`src/rtl/xchg_pkg.sv`:
```
package xchg_pkg;

    localparam int NPORT = 3;

    // Per-port control bundle as seen by the storage and steering logic
    typedef struct packed {
        logic oe_n;   // active-low drive enable
        logic sel;    // source select
        logic le;     // pass-through when high
        logic strb;   // capture strobe
        logic cke_n;  // active-low capture enable
    } port_ctl_t;

    // Fixed rotation: select high picks the port two steps ahead, low one step
    function automatic int src_of(input int self_idx, input bit sel_hi);
        return sel_hi ? (self_idx + 2) % NPORT : (self_idx + 1) % NPORT;
    endfunction

endpackage

```
`src/rtl/xchg_store.sv`:
```
module xchg_store
    import xchg_pkg::*;
#(
    parameter int DW = 16
) (
    input  logic          clk,
    input  logic          rst,
    input  logic [DW-1:0] din,
    input  port_ctl_t     ctl,
    output logic [DW-1:0] view
);

    logic [DW-1:0] stored;
    logic          strb_q;
    logic          strb_rise;

    assign strb_rise = ctl.strb & ~strb_q;

    always_ff @(posedge clk) begin
        if (rst) begin
            stored <= '0;
            strb_q <= 1'b0;
        end else begin
            strb_q <= ctl.strb;
            if (ctl.le) begin
                stored <= din;
            end else if (strb_rise && !ctl.cke_n) begin
                stored <= din;
            end
        end
    end

    assign view = ctl.le ? din : stored;

    // an enabled strobe rise loads the word present at that edge
    assert_edge_capture_R4: assert property (@(posedge clk) disable iff (rst)
        (!ctl.le && !ctl.cke_n && ctl.strb && !strb_q) |=> (stored == $past(din)));

    // no enabled rise and latch closed -> the stored word stays put
    assert_hold_closed_R5: assert property (@(posedge clk) disable iff (rst)
        (!ctl.le && (ctl.cke_n || !ctl.strb || strb_q)) |=> $stable(stored));

    // on the falling pass input the element shows the last word seen while open
    assert_latch_close_R3: assert property (@(posedge clk) disable iff (rst)
        $fell(ctl.le) |-> (view == $past(din)));

endmodule

```
`src/rtl/xchg_steer.sv`:
```
module xchg_steer
    import xchg_pkg::*;
#(
    parameter int DW   = 16,
    parameter int SELF = 0
) (
    input  logic                       clk,
    input  logic                       rst,
    input  logic [NPORT-1:0][DW-1:0]   views,
    input  port_ctl_t                  ctl,
    output logic [DW-1:0]              dout,
    output logic                       drv
);

    localparam int SRC_HI = src_of(SELF, 1'b1);
    localparam int SRC_LO = src_of(SELF, 1'b0);

    logic [DW-1:0] picked;

    assign picked = ctl.sel ? views[SRC_HI] : views[SRC_LO];
    assign drv    = ~ctl.oe_n;
    assign dout   = ctl.oe_n ? '0 : picked;

    // a disabled port neither drives nor leaks data
    assert_idle_port_R10: assert property (@(posedge clk) disable iff (rst)
        ctl.oe_n |-> (!drv && (dout == '0)));

endmodule

```
`src/rtl/tri_bus_exchanger.sv`:
```
module tri_bus_exchanger
    import xchg_pkg::*;
#(
    parameter int DW = 16
) (
    input  logic          clk,
    input  logic          rst,
    input  logic [DW-1:0] a_in,
    input  logic          a_oe_n,
    input  logic          a_sel,
    input  logic          a_le,
    input  logic          a_strb,
    input  logic          a_cke_n,
    output logic [DW-1:0] a_out,
    output logic          a_drv,
    input  logic [DW-1:0] b_in,
    input  logic          b_oe_n,
    input  logic          b_sel,
    input  logic          b_le,
    input  logic          b_strb,
    input  logic          b_cke_n,
    output logic [DW-1:0] b_out,
    output logic          b_drv,
    input  logic [DW-1:0] c_in,
    input  logic          c_oe_n,
    input  logic          c_sel,
    input  logic          c_le,
    input  logic          c_strb,
    input  logic          c_cke_n,
    output logic [DW-1:0] c_out,
    output logic          c_drv
);

    logic [NPORT-1:0][DW-1:0] din_w;
    logic [NPORT-1:0][DW-1:0] view_w;
    logic [NPORT-1:0][DW-1:0] dout_w;
    logic [NPORT-1:0]         drv_w;
    port_ctl_t                ctl_w [NPORT];

    assign din_w[0] = a_in;
    assign din_w[1] = b_in;
    assign din_w[2] = c_in;

    assign ctl_w[0] = '{oe_n: a_oe_n, sel: a_sel, le: a_le, strb: a_strb, cke_n: a_cke_n};
    assign ctl_w[1] = '{oe_n: b_oe_n, sel: b_sel, le: b_le, strb: b_strb, cke_n: b_cke_n};
    assign ctl_w[2] = '{oe_n: c_oe_n, sel: c_sel, le: c_le, strb: c_strb, cke_n: c_cke_n};

    for (genvar p = 0; p < NPORT; p++) begin : g_port
        xchg_store #(.DW(DW)) u_store (
            .clk  (clk),
            .rst  (rst),
            .din  (din_w[p]),
            .ctl  (ctl_w[p]),
            .view (view_w[p])
        );
        xchg_steer #(.DW(DW), .SELF(p)) u_steer (
            .clk   (clk),
            .rst   (rst),
            .views (view_w),
            .ctl   (ctl_w[p]),
            .dout  (dout_w[p]),
            .drv   (drv_w[p])
        );
    end

    assign a_out = dout_w[0];
    assign b_out = dout_w[1];
    assign c_out = dout_w[2];
    assign a_drv = drv_w[0];
    assign b_drv = drv_w[1];
    assign c_drv = drv_w[2];

    // a transparent B element reaches port A in the same cycle
    assert_pass_through_R2: assert property (@(posedge clk) disable iff (rst)
        (b_le && !a_oe_n && !a_sel) |-> (a_out == b_in));

    // port A with select high shows a transparent C input
    assert_a_from_c_R7: assert property (@(posedge clk) disable iff (rst)
        (c_le && !a_oe_n && a_sel) |-> (a_out == c_in));

    // port B with select high shows a transparent A input
    assert_b_from_a_R8: assert property (@(posedge clk) disable iff (rst)
        (a_le && !b_oe_n && b_sel) |-> (b_out == a_in));

    // port C with select high shows a transparent B input
    assert_c_from_b_R9: assert property (@(posedge clk) disable iff (rst)
        (b_le && !c_oe_n && c_sel) |-> (c_out == b_in));

endmodule

```
`config.mk`:
```
export PLATFORM = sky130hd
export DESIGN_NAME = tri_bus_exchanger
export DESIGN_NICKNAME = d
export VERILOG_FILES = /design/src/rtl/xchg_pkg.sv /design/src/rtl/xchg_store.sv /design/src/rtl/xchg_steer.sv /design/src/rtl/tri_bus_exchanger.sv
export SDC_FILE = /design/constraint.sdc
export NUM_CORES = 1
export LEC_CHECK = 0
export CORE_AREA = 2 2 105 107
export DETAILED_ROUTE_END_ITERATION = 10
export DIE_AREA = 0 0 107 109
export DONT_BUFFER_PORTS = 1
export PLACE_DENSITY = 0.51
export SETUP_SLACK_MARGIN = 0.02
export SLEW_MARGIN = 20
export SYNTH_ARGS = -nofsm -noshare
export SYNTH_HDL_FRONTEND = slang
export SYNTH_SLANG_ARGS = --single-unit
```
`constraint.sdc`:
```
create_clock -name clk -period 1.7 [get_ports clk]
set_clock_uncertainty 0.1 [all_clocks]
set_input_delay 0.17 -clock clk [delete_from_list [all_inputs] [get_ports clk]]
set_output_delay 0.17 -clock clk [all_outputs]
set_load 0.005 [all_outputs]
```
==> metrics.txt, run 1 <==
first-pass GRT wire length 17100 µm; Worst-Skew Late Latency 310 ps; Compound-Gate Fraction of Synth Area 16.2%; power per cell area 632 mW/mm²; Seq/Total Area, Yosys 28.1%; dpl ws 401 ps; Startpoint Class flip-flop; Power, Total 2.70 mW; setup TNS 0 ps; wire per inst 18.8 µm; Post-Syn Area 0.00363 mm²; Final Util 40.3%; Chip Width 107 µm; WL final 11000 µm; CTS tree yes; diode count 0; Syn Nets 481; Synth top area share 28.1%; final hold slack 131 ps; I/O pins 116; final setup margin 206 ps; min Tclk post-route 1490 ps; critical path class flip-flop to output pin; Hold Crit Class primary input to flip-flop; Avg Cell Area, Syn 8.73 µm²; Initial Util 34.2%; mux share of post-synthesis cell area 18.2%; Routability Congestion 0.740; Finished Cell Area 0.00427 mm²; yosys warns 0; Remaining DRCs 0; Worst Tran Pin Value 551 ps; Slew Limit Fails 0; most common cell after layout, fill and taps aside nand2b_1; Area Overhead vs Synth 17.7%; Pleak 1.73 nW; Post-Synth Adder-Cell Area 0%; Die Area 0.0117 mm²; initial antenna violation count 0; CP Capture Type output pin; Setup Viol. Count Final 0; Non-Filler Instances 586; Max-cap violations 0; DP Wirelength 7560 µm; slew margin rel. 63.0%; Rows 38; Worst Path Required 1430 ps; Simple-Gate Fraction of Synth Area 31.5%; Post-Synth XOR/XNOR Area 0%; reg2reg start g_port[0].u_store.strb_q; DP Cell Count 526; Synth area leaders dfxtp_1 (28%), mux2i_1 (18%), nand2b_1 (17%), o311a_1 (8.8%), a211oi_1 (6.2%); CP startpoint g_port[0].u_store.stored[2]; RSZ-0062 raised after global routing no; commonest non-fill, non-tap cells in the layout nand2b_1 (96), mux2i_1 (65), dfxtp_1 (51), dlygate4sd3_1 (51), o311a_1 (32); DRT iter0 DRCs 153; DP Area 0.00364 mm²; DR vias 3131; layout cells sized above 1 4.48%; Yosys cell types 24; largest net degree at the start of global routing 100; vias in the first global route 3276; flop-to-flop setup slack 470 ps; routed vias/inst 5.34; final hold violations 0; Die Span Y 109 µm; Post-layout nets 510; Peak VDD IR 0.000351 V; Fmax 0.669 GHz; Total GRT Usage 18.9%; Max clock buf depth 2; status finished clean; Worst Hold Launch rst; root buffer cell clkbuf_8; number of synthesized register bits 51; Synth Instances 416; area leader, netlist dfxtp_1; cts bufs inserted 5; Final Cycle Share 87.9%; H-tree Lvls 2; Worst-path clk slew 100 ps; Arrival @ worst endpoint 1220 ps; Detailed Routing Iterations Pass 1 4; Core Footprint 0.0106 mm²; DRT antenna net count 0; # port buffers 0; largest family of logic cells by synthesized area simple AND/OR/NAND/NOR gates; Worst Path Max Fanout 2; grt ovf 0; clk sinks 51
==> report_power, final <==
part	internal, mW	switching (mW)	total (mW)
logic	0.352	0.312	0.663
clock network	0.289	0.432	0.722
registers	1.28	0.0367	1.32
total	1.92	0.781	2.70
==> worst paths after layout <==
path / to / depth (start not counted)
max: c_out[2] / 3
max reg2reg: g_port[0].u_store.stored[15] / 4
min: g_port[0].u_store.strb_q / 2
min reg2reg: g_port[2].u_store.stored[0] / 2
==> per-layer routing <==
layer | vias to the layer above | GRT usage (%) | routed length [µm]
met4 | 0 | 2.88 | 52
met1 | 1503 | 20.7 | 4490
li1 | 1523 | - | -
met3 | 5 | 5.62 | 804
met5 | - | 0 | 0
met2 | 100 | 36.6 | 5690
==> critical path: stages, from the launching register on <==
cell	delay, ps
dfxtp_1	340
nor2b_1	160
a211oi_1	60
a211oi_1	350
==> flip-flops by register name, summed over array words and instances (netlist names) <==
name,cells
g_port.u_store.stored,48
g_port.u_store.strb_q,3
==> synthesized netlist by cell type <==
cell and count:
a211o_1 2, a211oi_1 30, a21oi_2 3, and2_1 16
and2b_1 3, buf_1 3, buf_2 5, buf_4 4
buf_6 6, clkbuf_1 15, clkbuf_2 1, clkinv_1 1
dfxtp_1 51, inv_1 3, inv_2 1, mux2_2 1
mux2i_1 65, nand2_1 30, nand2b_1 96, nand3b_1 13
nor2_1 3, nor2_2 1, nor2b_1 31, o311a_1 32
==> kinds of logic after synthesis <==
kind of cell           Yosys count
flip-flops                      51
AO/OA/AOI/OAI                   67
buffers and inverters           39
AND/OR/NAND/NOR                193
multiplexers                    66
==> cell type report <==
type | count | area (µm²)
fillers | 1065 | 6330
multi-input cells | 326 | 2410
flip-flops and latches | 51 | 1020
repair buffers | 56 | 568
well taps | 140 | 175
clock buffers | 6 | 72.6
inverters | 5 | 18.8
clock inverters | 2 | 12.5
==> repair_timing <==
item	in CTS	in global routing
hold buffers	52	0
gates resized for setup	0	2
buffers inserted	0	0
endpoints found under the setup margin	0	2
endpoints found under the hold margin	51	0
(Power assumes the default switching activity.)
==> inputs of run 2 (changes only) <==
--- a/config.mk
+++ b/config.mk
@@ -5,9 +5,10 @@
 export SDC_FILE = /design/constraint.sdc
 export NUM_CORES = 1
 export LEC_CHECK = 0
-export CORE_AREA = 2 2 105 107
+export ABC_AREA = 1
+export CORE_AREA = 2 2 106 108
 export DETAILED_ROUTE_END_ITERATION = 10
-export DIE_AREA = 0 0 107 109
+export DIE_AREA = 0 0 108 110
 export DONT_BUFFER_PORTS = 1
 export PLACE_DENSITY = 0.51
 export SETUP_SLACK_MARGIN = 0.02
==> run 2 against run 1 <==
Area after synthesis is 0.93% higher. Via count grew 27%. Non-clock buffer count up 6. Design area decreased by 0.59%. Critical path depth grew 1. Count of clock-buffer cells in the layout stayed put. Sequential share of layout area is 0.14 points higher. Setup slack improved by 34 ps. Die area up 1.9%. Critical path type unchanged. Largest power group unchanged.
==> metrics.txt, run 2 <==
status finished clean (unchanged); DR vias 3978 (was 3131); DRT iter0 DRCs 291 (was 153); wire per inst 15.5 µm (was 18.8 µm); Fmax 0.685 GHz (was 0.669 GHz); cell with the most instances after synthesis nand2_1 (was nand2b_1); routed vias/inst 4.89 (was 5.34); Worst Hold Launch b_le (was rst); commonest non-fill, non-tap cells in the layout nand2_1 (192), nor2_1 (147), inv_1 (64) (was nand2b_1 (96), mux2i_1 (65), dfxtp_1 (51), dlygate4sd3_1 (51), o311a_1 (32)); critical path class flip-flop to output pin (unchanged); final hold violations 0 (unchanged); DRT antenna net count 0 (unchanged); WL final 12600 µm (was 11000 µm); cell count of the worst reg-to-reg path 6 (was 4); grt ovf 0 (unchanged); first-pass GRT wire length 18900 µm (was 17100 µm); Pleak 2.12 nW (was 1.73 nW); flop-to-flop setup slack 470 ps (about the same); FF-to-FF End g_port[1].u_store.stored[9] (was g_port[0].u_store.stored[15]); Seq pwr share 43.9% (was 48.7%); I/O pins 116 (unchanged); DP Cell Count 754 (was 526); yosys warns 0 (unchanged); power per cell area 716 mW/mm² (was 632 mW/mm²); Core Footprint 0.0107 mm² (was 0.0106 mm²); RSZ-0062 raised after global routing no (unchanged); Chip Width 108 µm (was 107 µm); Detailed Routing Iterations Pass 1 5 (was 4); Post-synth EDFFs 0 (unchanged); Arrival @ worst endpoint 1190 ps (was 1220 ps); Final Cycle Share 85.9% (was 87.9%); Hold Crit Class primary input to flip-flop (unchanged); Worst Path Required 1430 ps (about the same); Yosys cell types 14 (was 24); number of synthesized register bits 51 (unchanged); area leader, netlist dfxtp_1 (unchanged); final hold slack 36.8 ps (was 131 ps); ys async rst share 0% (unchanged); Max clock buf depth 2 (unchanged); Die Area 0.0119 mm² (was 0.0117 mm²); H-tree Lvls 2 (unchanged); Area Overhead vs Synth 15.9% (was 17.7%); Avg Cell Area, Syn 5.66 µm² (was 8.73 µm²); Seq/Total Area, Yosys 27.9% (was 28.1%); Die Span Y 110 µm (was 109 µm); setup TNS 0 ps (unchanged); Slew Limit Fails 0 (unchanged); slew margin rel. 64.7% (was 63.0%); Syn Nets 713 (was 481); Synth top area share 27.9% (was 28.1%); clk sinks 51 (unchanged); Max-cap violations 0 (unchanged); Post-Syn Area 0.00366 mm² (was 0.00363 mm²); largest net degree at the start of global routing 49 (was 100); hold path depth 4 (was 2); Total GRT Usage 20.9% (was 18.9%); Routability Congestion 0.788 (was 0.740); internal power 2.07 mW (was 1.92 mW); Worst-path clk slew 100 ps (about the same); Power, Total 3.04 mW (was 2.70 mW); Post-layout nets 738 (was 510); most common cell after layout, fill and taps aside nand2_1 (was nand2b_1); Synth Instances 648 (was 416); switching share of power 32.1% (was 28.9%); layout cells sized above 1 4.90% (was 4.48%); DP Wirelength 9110 µm (was 7560 µm); max reg flops 48 (unchanged); Setup Viol. Count Final 0 (unchanged); top post-synthesis cells by count nand2_1 (192), nor2_1 (147), inv_1 (64), dfxtp_1 (51), a21oi_1 (48) (was nand2b_1 (96), mux2i_1 (65), dfxtp_1 (51), o311a_1 (32), nor2b_1 (31)); CTS tree yes (unchanged); Logic pwr share 26.0% (was 24.6%); Largest Register g_port.u_store.stored (unchanged); reg2reg start g_port[1].u_store.strb_q (was g_port[0].u_store.strb_q); Peak VDD IR 0.000343 V (was 0.000351 V); CP Capture Type output pin (unchanged); # port buffers 0 (unchanged); sw power 976 µW (was 781 µW); DP Area 0.00361 mm² (was 0.00364 mm²); Remaining DRCs 0 (unchanged); root buffer cell clkbuf_8 (unchanged); top flop regs g_port.u_store.stored: 48 flops, g_port.u_store.strb_q: 3 flops (unchanged); Non-Filler Instances 814 (was 586); Worst Path Max Fanout 2 (unchanged); Startpoint Class flip-flop (unchanged); Worst-Skew Late Latency 310 ps (about the same); clock network power share 30.1% (was 26.7%); min Tclk post-route 1460 ps (was 1490 ps); Finished Cell Area 0.00425 mm² (was 0.00427 mm²); Synth area leaders dfxtp_1 (28%), nand2_1 (20%), nor2_1 (15%), a21oi_1 (6.6%), inv_1 (6.6%) (was dfxtp_1 (28%), mux2i_1 (18%), nand2b_1 (17%), o311a_1 (8.8%), a211oi_1 (6.2%)); initial antenna violation count 0 (unchanged); cts bufs inserted 5 (unchanged); vias in the first global route 3576 (was 3276); Initial Util 34.3% (was 34.2%); top_reg_cell synth dfxtp_1 (unchanged); Rows 38 (unchanged); WHS Endpoint g_port[1].u_store.stored[13] (was g_port[0].u_store.strb_q); Worst Tran Pin Value 529 ps (was 551 ps); diode count 0 (unchanged)
run 2: changes by cell type after synthesis, moves of 13 or more:
cell,before,now
nand2_1,30,192
nor2_1,3,147
nand2b_1,96,0
mux2i_1,65,0
inv_1,3,64
a21oi_1,0,48
o21ai_0,0,47
nand3_1,0,39
o311a_1,32,0
nor2b_1,31,0
a211oi_1,30,0
and2_1,16,0
buf_2,5,19
nand3b_1,13,0
run 2: what timing repair did:
item / in CTS / in global routing
hold buffers: 52 / 0
gates resized for setup: 0 / 0
endpoints found under the hold margin: 51 / 0
setup buffers: 0 / 0
run 2: final cells by class:
type | instances | area (µm²)
timing repair buffer | 62 | 608
sequential | 51 | 1020
fill | 1195 | 6450
clock inverter | 2 | 35.0
clock buffer | 6 | 82.6
tap | 140 | 175
inverter | 67 | 259
multi-input combinational | 486 | 2070
run 2: layer usage:
| layer | up-vias | share of wire (%) | wire [µm] | GRT usage, % |
|---|---|---|---|---|
| met1 | 1773 | 43 | 5480 | 26.1 |
| met5 | - | 0 | 0 | 0 |
| met4 | 0 | 3.7 | 473 | 9.07 |
| met2 | 147 | 47 | 5890 | 35.4 |
| met3 | 20 | 6.3 | 796 | 4.06 |
| li1 | 2038 | - | - | - |
run 2: worst max-delay path, cell delays in order (launching register included):
cell and delay (ps):
dfxtp_1 430, nand2_1 80, nand2_1 100, o21ai_0 80, nor2_1 180
run 2: cells by family after synthesis:
family,synth area share [%]
buf+inv,15.7
compound gates,13.1
simple gates,43.3
flops,27.9
run 2: through the flow:
| step | util [%] | setup slack (ps) |
|---|---|---|
| finish | 39.7 | 240 |
| global route | 39.7 | 130 |
| CTS | 39.7 | 254 |
| detailed placement | 33.8 | 401 |
| global placement | 33.8 | 408 |
| floorplan | - | 678 |
run 2: worst max-delay path by stage:
stage / startpoint / endpoint / slack, ps / depth (start not counted)
floorplan: a_oe_n / a_out[10] / 680 / 4
global placement: c_le / b_out[1] / 410 / 5
detailed placement: c_le / b_out[1] / 400 / 5
CTS: g_port[2].u_store.stored[15] / b_out[15] / 250 / 4
global route: g_port[2].u_store.stored[4] / b_out[4] / 130 / 4
finish: g_port[0].u_store.stored[12] / c_out[12] / 240 / 4
run 2: power by group through the flow:
stage | logic [mW] | clock network, mW | registers, mW
after global routing | 0.888 | 0.994 | 1.35
after CTS | 0.787 | 0.952 | 1.34
after floorplan | 0.587 | 0 | 1.35
after detailed placement | 0.684 | 0 | 1.36
final | 0.790 | 0.917 | 1.34
after global placement | 0.671 | 0 | 1.36
==> inputs of run 3 (changes only) <==
--- a/config.mk
+++ b/config.mk
@@ -6,13 +6,15 @@
 export NUM_CORES = 1
 export LEC_CHECK = 0
 export ABC_AREA = 1
-export CORE_AREA = 2 2 106 108
+export CORE_AREA = 2 2 112 104
+export CTS_CLUSTER_DIAMETER = 50
 export DETAILED_ROUTE_END_ITERATION = 10
-export DIE_AREA = 0 0 108 110
+export DIE_AREA = 0 0 114 106
 export DONT_BUFFER_PORTS = 1
 export PLACE_DENSITY = 0.51
 export SETUP_SLACK_MARGIN = 0.02
 export SLEW_MARGIN = 20
 export SYNTH_ARGS = -nofsm -noshare
 export SYNTH_HDL_FRONTEND = slang
+export SYNTH_HIERARCHICAL = 1
 export SYNTH_SLANG_ARGS = --single-unit
==> run 3 against run 2 <==
Clock power rose by 11%. Setup slack got worse by 150 ps. Global-route usage rose by 1.3 points. Sequential cell count did not move. Utilization fell by 0.34 points. Synthesized cell count rose by 7.4%. Critical path type unchanged. Highest routed layer unchanged.
==> metrics.txt, run 3 <==
Synth Instances 696 (was 648); Chip Width 114 µm (was 108 µm); largest net degree at the start of global routing 33 (was 49); Yosys cell types 14 (unchanged); yosys warns 6 (was 0); RSZ-0062 raised after global routing no (unchanged); Detailed Routing Iterations Pass 1 5 (unchanged); slew margin rel. 57.4% (was 64.7%); critical path class flip-flop to output pin (unchanged); DR vias 4162 (was 3978); cell with the most instances after synthesis nand2_1 (unchanged); Area Overhead vs Synth 16.1% (was 15.9%); layout cells sized above 1 2.92% (was 4.90%); area leader, netlist dfxtp_1 (unchanged); Worst Tran Pin Value 636 ps (was 529 ps); DP Wirelength 9090 µm (was 9110 µm); top flop regs g_port.u_store/stored: 48 flops, g_port.u_store/strb_q: 3 flops (was g_port.u_store.stored: 48 flops, g_port.u_store.strb_q: 3 flops); WL final 13400 µm (was 12600 µm); Routability Congestion 0.822 (was 0.788); DP Area 0.00371 mm² (was 0.00361 mm²); DRT antenna net count 0 (unchanged); Startpoint Class flip-flop (unchanged); WP depth 6 (was 4); Slew Limit Fails 0 (unchanged); Fmax 0.619 GHz (was 0.685 GHz); # port buffers 0 (unchanged); vias in the first global route 3775 (was 3576); most common cell after layout, fill and taps aside nand2_1 (unchanged); cell count of the worst reg-to-reg path 7 (was 6); Post-layout nets 785 (was 738); root buffer cell clkbuf_16 (was clkbuf_8); setup TNS 0 ps (unchanged); Post-Syn Area 0.00374 mm² (was 0.00366 mm²); commonest non-fill, non-tap cells in the layout nand2_1 (198), nor2_1 (147), inv_1 (108) (was nand2_1 (192), nor2_1 (147), inv_1 (64)); switching share of power 32.2% (was 32.1%); top post-synthesis cells by count nand2_1 (198), nor2_1 (147), inv_1 (108), dfxtp_1 (51) (was nand2_1 (192), nor2_1 (147), inv_1 (64), dfxtp_1 (51), a21oi_1 (48)); routed vias/inst 4.87 (was 4.89); Seq/Total Area, Yosys 27.3% (was 27.9%); Arrival @ worst endpoint 1340 ps (was 1190 ps); H-tree Lvls 2 (unchanged); CP max stage cell o21ai_0 (was dfxtp_1); Worst Path Required 1430 ps (about the same); diode count 0 (unchanged); Worst-Skew Late Latency 310 ps (about the same); top_reg_cell synth dfxtp_1 (unchanged); I/O pins 116 (unchanged); Synth area leaders dfxtp_1 (27%), nand2_1 (20%), nor2_1 (15%), inv_1 (11%), nand3_1 (6.4%) (was dfxtp_1 (28%), nand2_1 (20%), nor2_1 (15%), a21oi_1 (6.6%), inv_1 (6.6%)); WP buf/inv 2 (was 0); Avg Cell Area, Syn 5.37 µm² (was 5.66 µm²); Setup Viol. Count Final 0 (unchanged); Total GRT Usage 22.3% (was 20.9%); Die Area 0.0121 mm² (was 0.0119 mm²); Post-synth EDFFs 0 (unchanged); Worst path top cell family by delay compound AO/OA/AOI/OAI gates (was flip-flops); Hold Crit Class primary input to flip-flop (unchanged); initial antenna violation count 0 (unchanged); Synth top area share 27.3% (was 27.9%); clock network power share 32.4% (was 30.1%); Largest Register g_port.u_store/stored (was g_port.u_store.stored); Peak VDD IR 0.000434 V (was 0.000343 V); Logic pwr share 25.8% (was 26.0%); CP Cell Sequence inv_1, o21ai_0, inv_1, nand2_1, nand2_1, nor2_1 (was nand2_1, nand2_1, o21ai_0, nor2_1); Rows 37 (was 38); Final Util 39.4% (was 39.7%); internal power 2.13 mW (was 2.07 mW); clk sinks 51 (unchanged); Max clock buf depth 2 (unchanged); cts bufs inserted 5 (unchanged); power per cell area 724 mW/mm² (was 716 mW/mm²); Initial Util 33.9% (was 34.3%); min Tclk post-route 1610 ps (was 1460 ps); slowest stage delay, CP 350 ps (was 430 ps); number of synthesized register bits 51 (unchanged); Worst-path clk slew 70 ps (was 100 ps); ys async rst share 0% (unchanged); Non-Filler Instances 855 (was 814); grt ovf 0 (unchanged); Max-cap violations 0 (unchanged); DP Cell Count 799 (was 754); first-pass GRT wire length 20800 µm (was 18900 µm); Syn Nets 761 (was 713); Seq pwr share 41.7% (was 43.9%); postcts setup bufs 0 (unchanged); DRT iter0 DRCs 363 (was 291); max reg flops 48 (unchanged); CP Capture Type output pin (unchanged); Finished Cell Area 0.00434 mm² (was 0.00425 mm²); final hold violations 0 (unchanged); Remaining DRCs 0 (unchanged); Pleak 2.24 nW (was 2.12 nW); Final Cycle Share 95.0% (was 85.9%); status finished clean (unchanged); Worst Path Max Fanout 2 (unchanged); wire per inst 15.7 µm (was 15.5 µm); final hold slack 3.22 ps (was 36.8 ps); sw power 1.01 mW (was 976 µW); Die Span Y 106 µm (was 110 µm); CTS tree yes (unchanged); Core Footprint 0.0110 mm² (was 0.0107 mm²); hold path depth 4 (unchanged)
run 3: cell types whose count changed after synthesis, moves of 6 or more:
cell,change
buf_6,-6
nand3_1,+9
inv_1,+44
nand2_1,+6
nand3_2,-12
buf_2,+8
run 3: power groups by stage:
| stage | Clock [mW] | Combinational [mW] | Sequential, mW |
|---|---|---|---|
| after floorplan | 0 | 0.613 | 1.33 |
| after global placement | 0 | 0.686 | 1.34 |
| after detailed placement | 0 | 0.699 | 1.34 |
| after CTS | 1.05 | 0.805 | 1.31 |
| after global routing | 1.09 | 0.927 | 1.32 |
| final | 1.02 | 0.811 | 1.31 |
run 3: what timing repair did:
| action | in CTS | in global routing |
|---|---|---|
| endpoints found under the hold margin | 49 | 0 |
| hold buffers | 50 | 0 |
| setup endpoints to repair | 0 | 16 |
| gates resized for setup | 0 | 16 |
run 3: path summary, 6_finish.rpt:
path,to,start,slack (ps)
min reg2reg,g_port[2].u_store/stored[13],g_port[2].u_store/stored[13],390
min,g_port[2].u_store/stored[13],c_in[13],3
max,c_out[0],g_port[1].u_store/stored[0],90
max reg2reg,g_port[2].u_store/stored[13],g_port[2].u_store/strb_q,440
run 3: per-stage QoR:
stage               worst slack [ps]  power (mW)
floorplan                        643        1.95
global placement                 360        2.02
detailed placement               369        2.04
CTS                             29.6        3.17
global route                    21.5        3.33
finish                          85.4        3.14
run 3: cells by family after synthesis:
kind of cell           after synthesis  share of synthesized area (%)
AO/OA/AOI/OAI                       93                           12.4
flip-flops                          51                           27.3
AND/OR/NAND/NOR                    396                           41.6
buffers and inverters              156                           18.7
run 3: routing by layer:
| metal | vias to the layer above | part of all wire, % | routed length (µm) | track usage (%) |
|---|---|---|---|---|
| met5 | - | 0 | 0 | 0 |
| met4 | 0 | 1.4 | 182 | 4.97 |
| met3 | 14 | 7.4 | 996 | 6.27 |
| met2 | 133 | 45 | 5990 | 35.1 |
| met1 | 1882 | 47 | 6250 | 30.2 |
| li1 | 2133 | - | - | - |
run 3: worst reg2reg max path: cells and delay by family, from the launching register on:
| family | cells | cell delay [ps] |
|---|---|---|
| AND/OR/NAND/NOR | 5 | 430 |
| buffers and inverters | 2 | 370 |
| flip-flops | 1 | 310 |
run 3: area by class of cell:
class / instances / area, µm²
Tap cell: 136 / 170
Timing Repair Buffer: 59 / 568
Sequential cell: 51 / 1020
Fill cell: 1247 / 6680
Multi-Input combinational cell: 489 / 2020
Clock inverter: 1 / 7.51
Inverter: 114 / 428
Clock buffer: 5 / 125
